<file path="src/rtl/seg_loader_pkg.sv">
package seg_loader_pkg;
  localparam int SEG_W  = 16;
  localparam int NSEG   = 4;
  localparam int WORD_W = SEG_W * NSEG;
  localparam int SIW    = $clog2(NSEG);

  typedef logic [SEG_W-1:0]  seg_t;
  typedef logic [WORD_W-1:0] word_t;
  typedef logic [SIW-1:0]    seg_idx_t;

  typedef enum logic [1:0] {
    CYC_CMD_WR  = 2'b00,
    CYC_DATA_WR = 2'b01,
    CYC_CMD_RD  = 2'b10,
    CYC_DATA_RD = 2'b11
  } cyc_e;

  typedef enum logic [1:0] {
    TGT_CMP   = 2'd0,
    TGT_MASK1 = 2'd1,
    TGT_MASK2 = 2'd2,
    TGT_ENTRY = 2'd3
  } tgt_e;

  typedef enum logic [1:0] {
    WM_NONE  = 2'd0,
    WM_MASK1 = 2'd1,
    WM_MASK2 = 2'd2,
    WM_OFF   = 2'd3
  } wm_e;

  localparam logic [3:0] OP_SEL_DST  = 4'd1;
  localparam logic [3:0] OP_SEL_SRC  = 4'd2;
  localparam logic [3:0] OP_SET_SEG  = 4'd3;
  localparam logic [3:0] OP_CLR_SEG  = 4'd4;
  localparam logic [3:0] OP_ROT      = 4'd5;
  localparam logic [3:0] OP_SWAP     = 4'd6;
  localparam logic [3:0] OP_SET_ADDR = 4'd7;
endpackage

</file>
<file path="src/rtl/seg_loader_ctr.sv">
module seg_loader_ctr
  import seg_loader_pkg::*;
(
  input  seg_idx_t cur_i,
  input  seg_idx_t lo_i,
  input  seg_idx_t hi_i,
  output seg_idx_t nxt_o,
  output logic     term_o
);
  assign term_o = (cur_i == hi_i);
  assign nxt_o  = term_o ? lo_i : cur_i + seg_idx_t'(1);
endmodule

</file>
<file path="src/rtl/seg_loader_merge.sv">
module seg_loader_merge
  import seg_loader_pkg::*;
(
  input  word_t    word_i,
  input  seg_idx_t idx_i,
  input  seg_t     data_i,
  input  word_t    mask_i,
  output word_t    word_o
);
  for (genvar g = 0; g < NSEG; g++) begin : g_seg
    // mask bit 1 keeps the old bit
    assign word_o[g*SEG_W +: SEG_W] = (idx_i == seg_idx_t'(g))
      ? ((word_i[g*SEG_W +: SEG_W] & mask_i[g*SEG_W +: SEG_W]) |
         (data_i & ~mask_i[g*SEG_W +: SEG_W]))
      : word_i[g*SEG_W +: SEG_W];
  end
endmodule

</file>
<file path="src/rtl/seg_loader_rot.sv">
module seg_loader_rot #(
  parameter int W = 64
) (
  input  logic [W-1:0] word_i,
  input  logic         right_i,
  output logic [W-1:0] word_o
);
  assign word_o = right_i ? {word_i[0], word_i[W-1:1]}
                          : {word_i[W-2:0], word_i[W-1]};
endmodule

</file>
<file path="src/rtl/seg_loader.sv">
module seg_loader
  import seg_loader_pkg::*;
#(
  parameter int ENTRIES = 8
) (
  input  logic              clk_i,
  input  logic              rst_ni,
  input  logic              ce_ni,
  input  logic              we_ni,
  input  logic              cm_ni,
  input  logic [SEG_W-1:0]  dq_i,
  output logic [SEG_W-1:0]  dq_o,
  output logic              dq_oe_o,
  output logic              cmp_req_o,
  output logic              match_clr_o,
  output logic [WORD_W-1:0] cmp_word_o,
  output logic [WORD_W-1:0] mask1_o,
  output logic [WORD_W-1:0] mask2_o
);
  localparam int AW = (ENTRIES > 1) ? $clog2(ENTRIES) : 1;

  typedef struct packed {
    tgt_e          dst;
    tgt_e          src;
    wm_e           wm;
    seg_idx_t      dst_lo, dst_hi, src_lo, src_hi;
    seg_idx_t      dst_ptr, src_ptr;
    logic [AW-1:0] addr;
    word_t         mask1;
  } cfg_t;

  localparam cfg_t CFG_RST = '{
    dst: TGT_CMP, src: TGT_CMP, wm: WM_NONE,
    dst_lo: '0, dst_hi: seg_idx_t'(NSEG-1),
    src_lo: '0, src_hi: seg_idx_t'(NSEG-1),
    dst_ptr: '0, src_ptr: '0, addr: '0, mask1: '0
  };

  logic  ce_q;
  cyc_e  cyc_q, cyc_cur;
  seg_t  din_q;
  logic  act_q;
  cfg_t  cfg_q [2];
  cfg_t  cur;
  word_t cmp_q, m2_q;
  word_t mem_q [ENTRIES];
  logic  req_q, clr_q;

  wire fall = ~ce_ni & ce_q;
  wire rise = ce_ni & ~ce_q;

  assign cyc_cur = fall ? cyc_e'({we_ni, cm_ni}) : cyc_q;
  assign cur     = cfg_q[act_q];

  // access framing: type latched at open, data sampled while open
  always_ff @(posedge clk_i or negedge rst_ni) begin
    if (!rst_ni) begin
      ce_q  <= 1'b1;
      cyc_q <= CYC_DATA_RD;
      din_q <= '0;
    end else begin
      ce_q <= ce_ni;
      if (fall)   cyc_q <= cyc_e'({we_ni, cm_ni});
      if (!ce_ni) din_q <= dq_i;
    end
  end

  // datapath pieces
  word_t    dst_old, src_word, wmask, dst_new, cmp_rot, m2_rot;
  seg_idx_t dst_nxt, src_nxt;
  logic     dst_term, src_term;

  always_comb begin
    unique case (cur.dst)
      TGT_CMP:   dst_old = cmp_q;
      TGT_MASK1: dst_old = cur.mask1;
      TGT_MASK2: dst_old = m2_q;
      default:   dst_old = mem_q[cur.addr];
    endcase
    unique case (cur.src)
      TGT_CMP:   src_word = cmp_q;
      TGT_MASK1: src_word = cur.mask1;
      TGT_MASK2: src_word = m2_q;
      default:   src_word = mem_q[cur.addr];
    endcase
    unique case (cur.wm)
      WM_MASK1: wmask = cur.mask1;
      WM_MASK2: wmask = m2_q;
      default:  wmask = '0;
    endcase
  end

  seg_loader_merge u_merge (
    .word_i(dst_old), .idx_i(cur.dst_ptr), .data_i(din_q),
    .mask_i(wmask), .word_o(dst_new)
  );

  seg_loader_ctr u_dst_ctr (
    .cur_i(cur.dst_ptr), .lo_i(cur.dst_lo), .hi_i(cur.dst_hi),
    .nxt_o(dst_nxt), .term_o(dst_term)
  );
  seg_loader_ctr u_src_ctr (
    .cur_i(cur.src_ptr), .lo_i(cur.src_lo), .hi_i(cur.src_hi),
    .nxt_o(src_nxt), .term_o(src_term)
  );

  seg_loader_rot #(.W(WORD_W)) u_rot_cmp (.word_i(cmp_q), .right_i(din_q[1]), .word_o(cmp_rot));
  seg_loader_rot #(.W(WORD_W)) u_rot_m2  (.word_i(m2_q),  .right_i(din_q[1]), .word_o(m2_rot));

  wire       cmd_wr  = rise && (cyc_q == CYC_CMD_WR) && (din_q[11:8] == 4'd0);
  wire       data_wr = rise && (cyc_q == CYC_DATA_WR);
  wire       data_rd = rise && (cyc_q == CYC_DATA_RD);
  wire [3:0] op      = din_q[15:12];

  always_ff @(posedge clk_i or negedge rst_ni) begin
    if (!rst_ni) begin
      act_q <= 1'b0;
      cfg_q[0] <= CFG_RST;
      cfg_q[1] <= CFG_RST;
      cmp_q <= '0;
      m2_q  <= '0;
      req_q <= 1'b0;
      clr_q <= 1'b0;
      for (int e = 0; e < ENTRIES; e++) mem_q[e] <= '0;
    end else begin
      req_q <= 1'b0;
      clr_q <= 1'b0;
      if (data_wr) begin
        unique case (cur.dst)
          TGT_CMP:   cmp_q <= dst_new;
          TGT_MASK1: cfg_q[act_q].mask1 <= dst_new;
          TGT_MASK2: m2_q <= dst_new;
          default:   mem_q[cur.addr] <= dst_new;
        endcase
        cfg_q[act_q].dst_ptr <= dst_nxt;
        req_q <= dst_term && (cur.dst != TGT_ENTRY);
      end
      if (data_rd) cfg_q[act_q].src_ptr <= src_nxt;
      if (cmd_wr) begin
        unique case (op)
          OP_SEL_DST: begin
            cfg_q[act_q].dst <= tgt_e'(din_q[1:0]);
            cfg_q[act_q].wm  <= wm_e'(din_q[3:2]);
          end
          OP_SEL_SRC: cfg_q[act_q].src <= tgt_e'(din_q[1:0]);
          OP_SET_SEG: begin
            cfg_q[act_q].dst_lo  <= din_q[0*SIW +: SIW];
            cfg_q[act_q].dst_hi  <= din_q[1*SIW +: SIW];
            cfg_q[act_q].src_lo  <= din_q[2*SIW +: SIW];
            cfg_q[act_q].src_hi  <= din_q[3*SIW +: SIW];
            cfg_q[act_q].dst_ptr <= din_q[0*SIW +: SIW];
            cfg_q[act_q].src_ptr <= din_q[2*SIW +: SIW];
          end
          OP_CLR_SEG: begin
            cfg_q[act_q].dst_lo  <= '0;
            cfg_q[act_q].dst_hi  <= seg_idx_t'(NSEG-1);
            cfg_q[act_q].src_lo  <= '0;
            cfg_q[act_q].src_hi  <= seg_idx_t'(NSEG-1);
            cfg_q[act_q].dst_ptr <= '0;
            cfg_q[act_q].src_ptr <= '0;
          end
          OP_ROT: begin
            if (din_q[0]) m2_q  <= m2_rot;
            else          cmp_q <= cmp_rot;
          end
          OP_SWAP: begin
            act_q <= ~act_q;
            clr_q <= 1'b1;
          end
          OP_SET_ADDR: cfg_q[act_q].addr <= din_q[AW-1:0];
          default: ;
        endcase
      end
    end
  end

  wire  [SEG_W-1:0] status = {{(SEG_W-5){1'b0}}, act_q, cur.src_ptr, cur.dst_ptr};
  wire              rd_cyc = (cyc_cur == CYC_CMD_RD) || (cyc_cur == CYC_DATA_RD);

  assign dq_oe_o     = ~ce_ni & rd_cyc;
  assign dq_o        = !dq_oe_o ? '0 :
                       (cyc_cur == CYC_CMD_RD) ? status : src_word[cur.src_ptr*SEG_W +: SEG_W];
  assign cmp_req_o   = req_q;
  assign match_clr_o = clr_q;
  assign cmp_word_o  = cmp_q;
  assign mask1_o     = cur.mask1;
  assign mask2_o     = m2_q;

  logic unused_src_term;
  assign unused_src_term = src_term;
endmodule

</file>
<file path="config.mk">
export PLATFORM = sky130hd
export DESIGN_NAME = seg_loader
export DESIGN_NICKNAME = d
export VERILOG_FILES = /design/src/rtl/seg_loader_pkg.sv /design/src/rtl/seg_loader_ctr.sv /design/src/rtl/seg_loader_merge.sv /design/src/rtl/seg_loader_rot.sv /design/src/rtl/seg_loader.sv
export SDC_FILE = /design/constraint.sdc
export NUM_CORES = 2
export LEC_CHECK = 0
export BUFFER_PORTS_ARGS = -buffer_cell sky130_fd_sc_hd__buf_2
export CAP_MARGIN = 0
export CORE_MARGIN = 2
export CORE_UTILIZATION = 34
export CTS_BUF_LIST = sky130_fd_sc_hd__clkbuf_4
export DETAILED_ROUTE_END_ITERATION = 7
export PLACE_DENSITY = 0.6
export SYNTH_ARGS = -nofsm -noshare
export SYNTH_HDL_FRONTEND = slang
export SYNTH_SLANG_ARGS = --single-unit
</file>
<file path="constraint.sdc">
create_clock -name clk_i -period 4.75 [get_ports clk_i]
set_clock_uncertainty 0.15 [all_clocks]
set_input_delay 0.475 -clock clk_i [delete_from_list [all_inputs] [get_ports clk_i]]
set_output_delay 0.475 -clock clk_i [all_outputs]
set_load 0.005 [all_outputs]
</file>
## Word level (Yosys, flattened, before mapping)

Index checks and enable logic that the tools add are counted.

| storage, ports and cells | value |
|---|---|
| register bits after elaboration | 832 |
| input bits | 21 |
| output and inout port bits | 211 |
| word-level logic and storage cells | 192 |

| operators by class | value |
|---|---|
| shift-type cells | 1 |
| magnitude comparators | 4 |
| eq/ne operators | 23 |
| multiplexer cells | 83 |
| bitwise gates (word level) | 25 |
| add/sub/neg operators | 2 |
| reduce and logical (&&, ||, !) cells | 16 |

Operators with widths:

| kind | count |
|---|---|
| $bwmux W170 | 19 |
| $mux W64 | 16 |
| $demux W85 S1 | 11 |
| $mux W170 | 5 |
| $pmux W170 S5 | 1 |
| $bwmux W512 | 1 |
| $pmux W64 S3 | 2 |
| $mux W85 | 4 |
| $bmux W64 S3 | 1 |
| $demux W64 S3 | 1 |
| $and A16 B16 Y16 | 8 |
| $pmux W64 S2 | 1 |
| $mux W16 | 6 |
| $mux W83 | 1 |
| $mux W81 | 1 |
| $mux W79 | 1 |
| $mux W77 | 1 |
| $mux W75 | 1 |
| $mux W73 | 1 |
| $mux W71 | 1 |
| $mux W69 | 1 |
| $mux W67 | 1 |
| $not A16 Y16 | 4 |
| $or A16 B16 Y16 | 4 |
| 25 further kinds | 61 |

## Depth between registers and ports, before layout

| depth | value |
|---|---|
| depth in word-level cells | 27 |
| gate-level depth with buffers | 19 |
| depth with buffers taken out | 10 |

## Hierarchy

A second synthesis with hierarchy kept.

| second synthesis, totals | value |
|---|---|
| cell total of the unflattened synthesis | 4,159 |
| area total of the unflattened synthesis | 46,887.5 um^2 |

Modules (own cells, without submodules):

| module | times used | sequential area each (um^2) | area an instance (um^2) | cells an instance |
|---|---|---|---|---|
| seg_loader | 1 | 20,833.7 | 42,985.0 | 3,847 |
| seg_loader_rot | 2 | 0.0 | 1,077.3 | 71 |
| seg_loader_merge | 1 | 0.0 | 1,542.7 | 142 |
| seg_loader_ctr | 2 | 0.0 | 102.6 | 14 |

## Least setup slack after synthesis

No wires, ideal clock.

| timing | value |
|---|---|
| kind | register to register |
| start point | register act_q |
| end point | register cmp_q[28] (netlist: cmp_word_o[28]) |
| library setup time | 0.134 ns |
| clock period less this slack | 4.121 ns |
| cell stages (with the launch flop) | 19 |
| slack | 0.629 ns |
| data arrival time | 3.837 ns |
| data required time | 4.466 ns |
| path through | dfrtp_1 > buf_6 > buf_6 > buf_4 > buf_4 > buf_2 > buf_2 > buf_2 > mux2i_1 > ha_1 > buf_2 > clkbuf_1 > buf_1 > a22oi_1 > o21ai_0 > mux2i_1 > nand2_1 > o211ai_1 > o21ai_0 |

| on the way | value |
|---|---|
| word-level cells in the longest chain between the ends | 17 |
| elaborated cells between the ends (all ways) | 26 |

Ends and longest elaborated chain:

| what | RTL line | text |
|---|---|---|
| start: declaration | seg_loader.sv:42 | `logic act_q;` |
| start signal: assignment | seg_loader.sv:167 | `act_q <= ~act_q;` |
| $not A1 Y2 (not written as such) * | seg_loader.sv:53 | `assign cur = cfg_q[act_q];` |
| $mux W85 (not written as such) * (3 in series) | seg_loader.sv:53 |  |
| $not A3 Y4 (not written as such) | seg_loader.sv:78 | `default: dst_old = mem_q[cur.addr];` |
| $bmux W64 S3 | seg_loader.sv:78 |  |
| $mux W64 (not written as such) (2 in series) | seg_loader.sv:78 |  |
| $pmux W64 S3 | seg_loader.sv:74 | `unique case (cur.dst)` |
| $and A16 B16 Y16 | seg_loader_merge.sv:13 | `? ((word_i[g*SEG_W +: SEG_W] & mask_i[g*SEG_W +: SEG_W]) \|` |
| $or A16 B16 Y16 | seg_loader_merge.sv:13 |  |
| $mux W16 | seg_loader_merge.sv:13 |  |
| $mux W64 * | seg_loader.sv:129 | `unique case (cur.dst)` |
| $mux W64 * | seg_loader.sv:128 | `if (data_wr) begin` |
| $mux W64 | seg_loader.sv:163 | `if (din_q[0]) m2_q <= m2_rot;` |
| $mux W64 | seg_loader.sv:140 | `unique case (op)` |
| $mux W64 * | seg_loader.sv:139 | `if (cmd_wr) begin` |
| end signal: assignment | seg_loader.sv:130 | `TGT_CMP: cmp_q <= dst_new;` |
| end signal: assignment | seg_loader.sv:164 | `else cmp_q <= cmp_rot;` |
| end: declaration | seg_loader.sv:45 | `word_t cmp_q, m2_q;` |

Every way passes the cells marked *; elsewhere a longest branch is shown, timed or not. The select of a mux whose other input is x is not followed.
A chain may end at the register's enable or synchronous reset.

## Worst setup path in the final report

| timing | value |
|---|---|
| start point | register act_q |
| end point | output port dq_o[4] |

| on the way | value |
|---|---|
| word-level cells in the longest chain between the ends | 12 |
| elaborated cells between the ends (all ways) | 15 |

Ends and longest elaborated chain:

| what | RTL line | text |
|---|---|---|
| $not A1 Y2 (not written as such) | seg_loader.sv:53 |  |
| $mux W85 (not written as such) (3 in series) | seg_loader.sv:53 |  |
| $not A3 Y4 (not written as such) | seg_loader.sv:84 | `default: src_word = mem_q[cur.addr];` |
| $bmux W64 S3 | seg_loader.sv:84 |  |
| $mux W64 (not written as such) (2 in series) | seg_loader.sv:84 |  |
| $pmux W64 S3 | seg_loader.sv:80 | `unique case (cur.src)` |
| $shiftx A64 B7 Y16 | seg_loader.sv:182 | `(cyc_cur == CYC_CMD_RD) ? status : src_word[cur.src_ptr*SEG_W +: SEG_W];` |
| $mux W16 * | seg_loader.sv:182 |  |
| $mux W16 * | seg_loader.sv:181 | `assign dq_o = !dq_oe_o ? '0 :` |
| end: declaration | seg_loader.sv:12 | `output logic [SEG_W-1:0] dq_o,` |

Marks and branches as above.

==> impl_summary.txt <==
----------------------------------------------------
[Drt]
  Drt initial violations ... ~5300
  Total number of vias ... between 40000 and 50000
  Drt wl/cell ... between 20 and 30 um
  DRC violations left ... 0
  Post-DRT Antenna Nets ... 0
  Drt total wl ... around 200 mm
  First-pass iteration count of the detailed router ... 6
  Via-per-instance ratio ... between 5 and 6

[CTS]
  Clock-pin slew on the worst setup and hold paths ... about 0.07 ns
  Number of CTS-inserted buffers ... 210
  TritonCTS clock tree ... built
  Number of levels in the clock H-tree ... 4
  Clock sinks ... 832
  Buffer levels on the longest clock path ... 3
  Cell at the root of the clock tree ... clkbuf_4
  Insertion delay of the later-clocked pin in the worst-skew pair ... around 1.2 ns

[Placed design]
  Dpl cell area ... between 40000 and 50000 um2
  Placer's final routability congestion estimate ... 1.03
  Port Buf Inserts ... about 230
  HPWL Detailed ... approximately 130 mm

[Hold path]
  Min-Delay Endpoint ... cyc_q[0]
  Hold path depth ... 4
  Startpoint of the worst hold path ... cm_ni
  Hold Crit Class ... input pin to flip-flop

[Setup path]
  Worst Path Required ... between 4 and 5 ns
  Sequence of cells on the critical path ... buf_8 > mux2i_4 > buf_6 > buf_12 > buf_12 > buf_4 > nand2_1 > nand4_1 > nand4_1 > o211ai_1 > nand4_1 > a31oi_4 > buf_2
  Worst Path Max Fanout ... 11
  Critical Setup Path Class ... flip-flop to output pin
  Setup slack of the worst register-to-register path ... just under 0.4 ns
  Launching point of the worst reg2reg path ... act_q
  Critical Path AT ... between 4 and 5 ns
  Library cell contributing the largest single delay on the critical path ... dfrtp_4
  Most numerous cell on the critical path ... nand4_1
  End of the worst register-to-register path ... mem_q[418]
  Startpoint types ... flip-flop
  Capturing element type of the critical path ... output pin
  Largest stage delay on the critical path ... ~0.53 ns
  Depth of the worst register-to-register path ... 10

[Layout]
  Most common cell after layout, fill and taps aside ... dfrtp_1
  Utilization after layout ... about two fifths
  Register cell area after layout ... 20800 um2
  Area growth syn-to-layout ... 19.0%
  Fraction of final layout cells sized beyond drive strength 1 ... a little over a quarter
  Number of filler cells placed in the layout ... between 10000 and 15000
  Fin area ... between 50000 and 60000 um2
  Layout Nets ... between 5000 and 6000
  Most frequent cells in the layout ... dfrtp_1, nor2_1, a21oi_1
  Multi-input gate area ... approximately 23000 um2

[Run status]
  Result of the run ... finished with violations
  Failing checks ... negative setup slack

[Logic synthesis]
  Area of the mapped netlist ... 44700 um2
  Primary FF master, synth ... dfrtp_1
  Post-synthesis sequential area ratio ... a little under half
  Synthesized instance count ... 4718
  Synth Warn # ... 0
  Fraction of synthesis flops using an asynchronous set or reset pin ... 100%
  Synthesized netlist net count ... approximately 4700
  Count of flip-flops with a built-in enable after synthesis ... 0
  Number of flip-flops and latches in the synthesized netlist ... ~830
  Number of different library cells in the post-synthesis netlist ... between 90 and 100
  Synth Area per Inst ... 9.47 um2

[Die]
  I/O pin count ... between 200 and 250
  Die ar. ... roughly 130000 um2
  Floorplan die height ... between 300 and 400 um
  Die width ... 367 um
  Placement Rows ... between 100 and 150
  Standard cell core area ... between 100000 and 150000 um2
  Initial cell density of the core ... roughly a third

[STA]
  Setup repair after global routing missed its margin ... true
  Minimum setup slack in the final design ... -0.0257 ns
  Post-route clock period utilization ... 101%
  Number of pins exceeding their max-slew limit in the final report ... 0
  Count of endpoints failing setup in the final report ... 1
  Number of endpoints with negative hold slack in the final report ... 0
  Worst slew pin tran ... approximately 1.3 ns
  Relative max-transition margin ... ~16%
  Worst slack on hold paths ... approximately 0.2 ns
  Final Critical Period ... roughly 4.8 ns
  Peak clock frequency supported by timing ... roughly 0.21 GHz

[GRT]
  Global-route usage over all layers ... around 28%
  Number of global-route vias before repair ... 39800
  Total congestion overflow after global routing ... 0
  Largest net degree at the start of global routing ... approximately 120
  Global-route wire length before repair ... roughly 280 mm
  Antenna violations before repair ... 4

[Flow run]
  Max Cap Violations ... 0

[Power]
  PnR Total Power ... between 20 and 25 mW
  Areal power density over the cells ... roughly 420 nW/um2
  Lkg Pwr ... about 24 nW
  Worst IR drop on VDD ... roughly 0.25 mV

----------------------------------------------------
## synthesized netlist by cell type, types with 13 or more instances
| master | n | area, um2 |
|---|---|---|
| nand3_1 | 73 | 365 |
| o21ai_0 | 295 | 1480 |
| inv_1 | 32 | 120 |
| nor2_2 | 13 | 81.3 |
| mux4_2 | 18 | 405 |
| a21oi_2 | 19 | 166 |
| buf_6 | 14 | 158 |
| o221ai_1 | 73 | 639 |
| a21oi_1 | 558 | 2790 |
| buf_4 | 35 | 263 |
| o31ai_1 | 14 | 105 |
| nor2_1 | 718 | 2700 |
| a211o_1 | 24 | 210 |
| nor2b_1 | 20 | 125 |
| o22a_1 | 13 | 114 |
| and3_1 | 13 | 81.3 |
| mux2_2 | 280 | 3150 |
| o21ai_1 | 53 | 265 |
| o22ai_1 | 67 | 419 |
| nor3_1 | 61 | 305 |
| a31oi_1 | 69 | 432 |
| buf_1 | 20 | 75.1 |
| buf_2 | 179 | 896 |
| a22o_1 | 24 | 210 |
| o211ai_1 | 83 | 623 |
| mux2i_1 | 251 | 2510 |
| nand2b_1 | 24 | 150 |
| a22oi_1 | 72 | 541 |
| nand2_1 | 331 | 1240 |
| a2bb2oi_1 | 19 | 166 |
| clkbuf_1 | 177 | 664 |
| dfrtp_1 | 821 | 20500 |
| a211oi_1 | 23 | 173 |
## cells by family after synthesis
| kind of cell | count (synthesis) | share of synthesized area (%) |
|---|---|---|
| XOR/XNOR | 7 | 0.137 |
| multiplexers | 560 | 14.0 |
| flip-flops | 832 | 46.6 |
| AND/OR/NAND/NOR | 1326 | 12.7 |
| adder cells (fa/ha/maj) | 6 | 0.168 |
| buffers and inverters | 458 | 4.88 |
| AO/OA/AOI/OAI | 1529 | 21.5 |
## power breakdown
part | internal, mW | switching (mW) | total [mW]
clock network | 2.97 | 3.06 | 6.03
registers | 7.40 | 1.14 | 8.54
logic | 2.40 | 5.26 | 7.65
total | 12.8 | 9.46 | 22.2
## registers in the layout, summed over array words and instances (netlist names)
register and flops:
act_q 1, ce_q 1, cfg_q 170, cmp_req_o 1, cmp_word_o 64, cyc_q 2
din_q 16, mask2_o 64, match_clr_o 1, mem_q 512
## per-layer routing
metal,routed length (um),track usage (%)
met5,19,0
met4,12500,16.1
met3,20000,7.07
met2,85900,42.8
met1,77500,37.1
## cell type report
cell class | instances | share of cell area, %
diodes | 9 | 0.0423
clock buffers | 303 | 4.28
clock inverters | 43 | 0.515
inverters | 33 | 0.242
multi-input cells | 3432 | 42.3
flip-flops and latches | 832 | 39.2
well taps | 1755 | 4.13
repair buffers | 587 | 9.25
## per-stage QoR
| stage | cells | worst slack, ns | TNS (ns) |
|---|---|---|---|
| floorplan | 4718 | 0.629 | 0 |
| global placement | 6501 | 0.526 | 0 |
| detailed placement | 6501 | 0.448 | 0 |
| CTS | 6952 | -0.0173 | -0.0196 |
| global route | 6990 | -0.0673 | -0.422 |
| finish | 6994 | -0.0257 | -0.0257 |
## repair_timing
action	in CTS	in global routing
endpoints found under the setup margin	16	16
setup buffers	40	34
pin swaps	16	30
hold endpoints to repair	823	0
gates resized for setup	116	98
gates cloned	8	3
hold buffers	57	0
## worst max-delay path by stage
stage / start / endpoint / slack (ns) / cells after the start
after floorplan: act_q / cmp_word_o[28] / 0.63 / 18
after global placement: act_q / dq_o[11] / 0.53 / 11
after detailed placement: act_q / dq_o[11] / 0.45 / 11
after CTS: act_q / dq_o[12] / -0.02 / 11
after global routing: act_q / dq_o[4] / -0.07 / 13
final: act_q / dq_o[4] / -0.03 / 13
## critical path: cells and delay by family, from the launching register on
| family | cells | cell delay, ns |
|---|---|---|
| AO/OA/AOI/OAI | 2 | 0.59 |
| multiplexers | 1 | 0.26 |
| flip-flops | 1 | 0.53 |
| AND/OR/NAND/NOR | 4 | 0.63 |
| buffers and inverters | 6 | 0.93 |
Power figures use the tool's default switching activity.
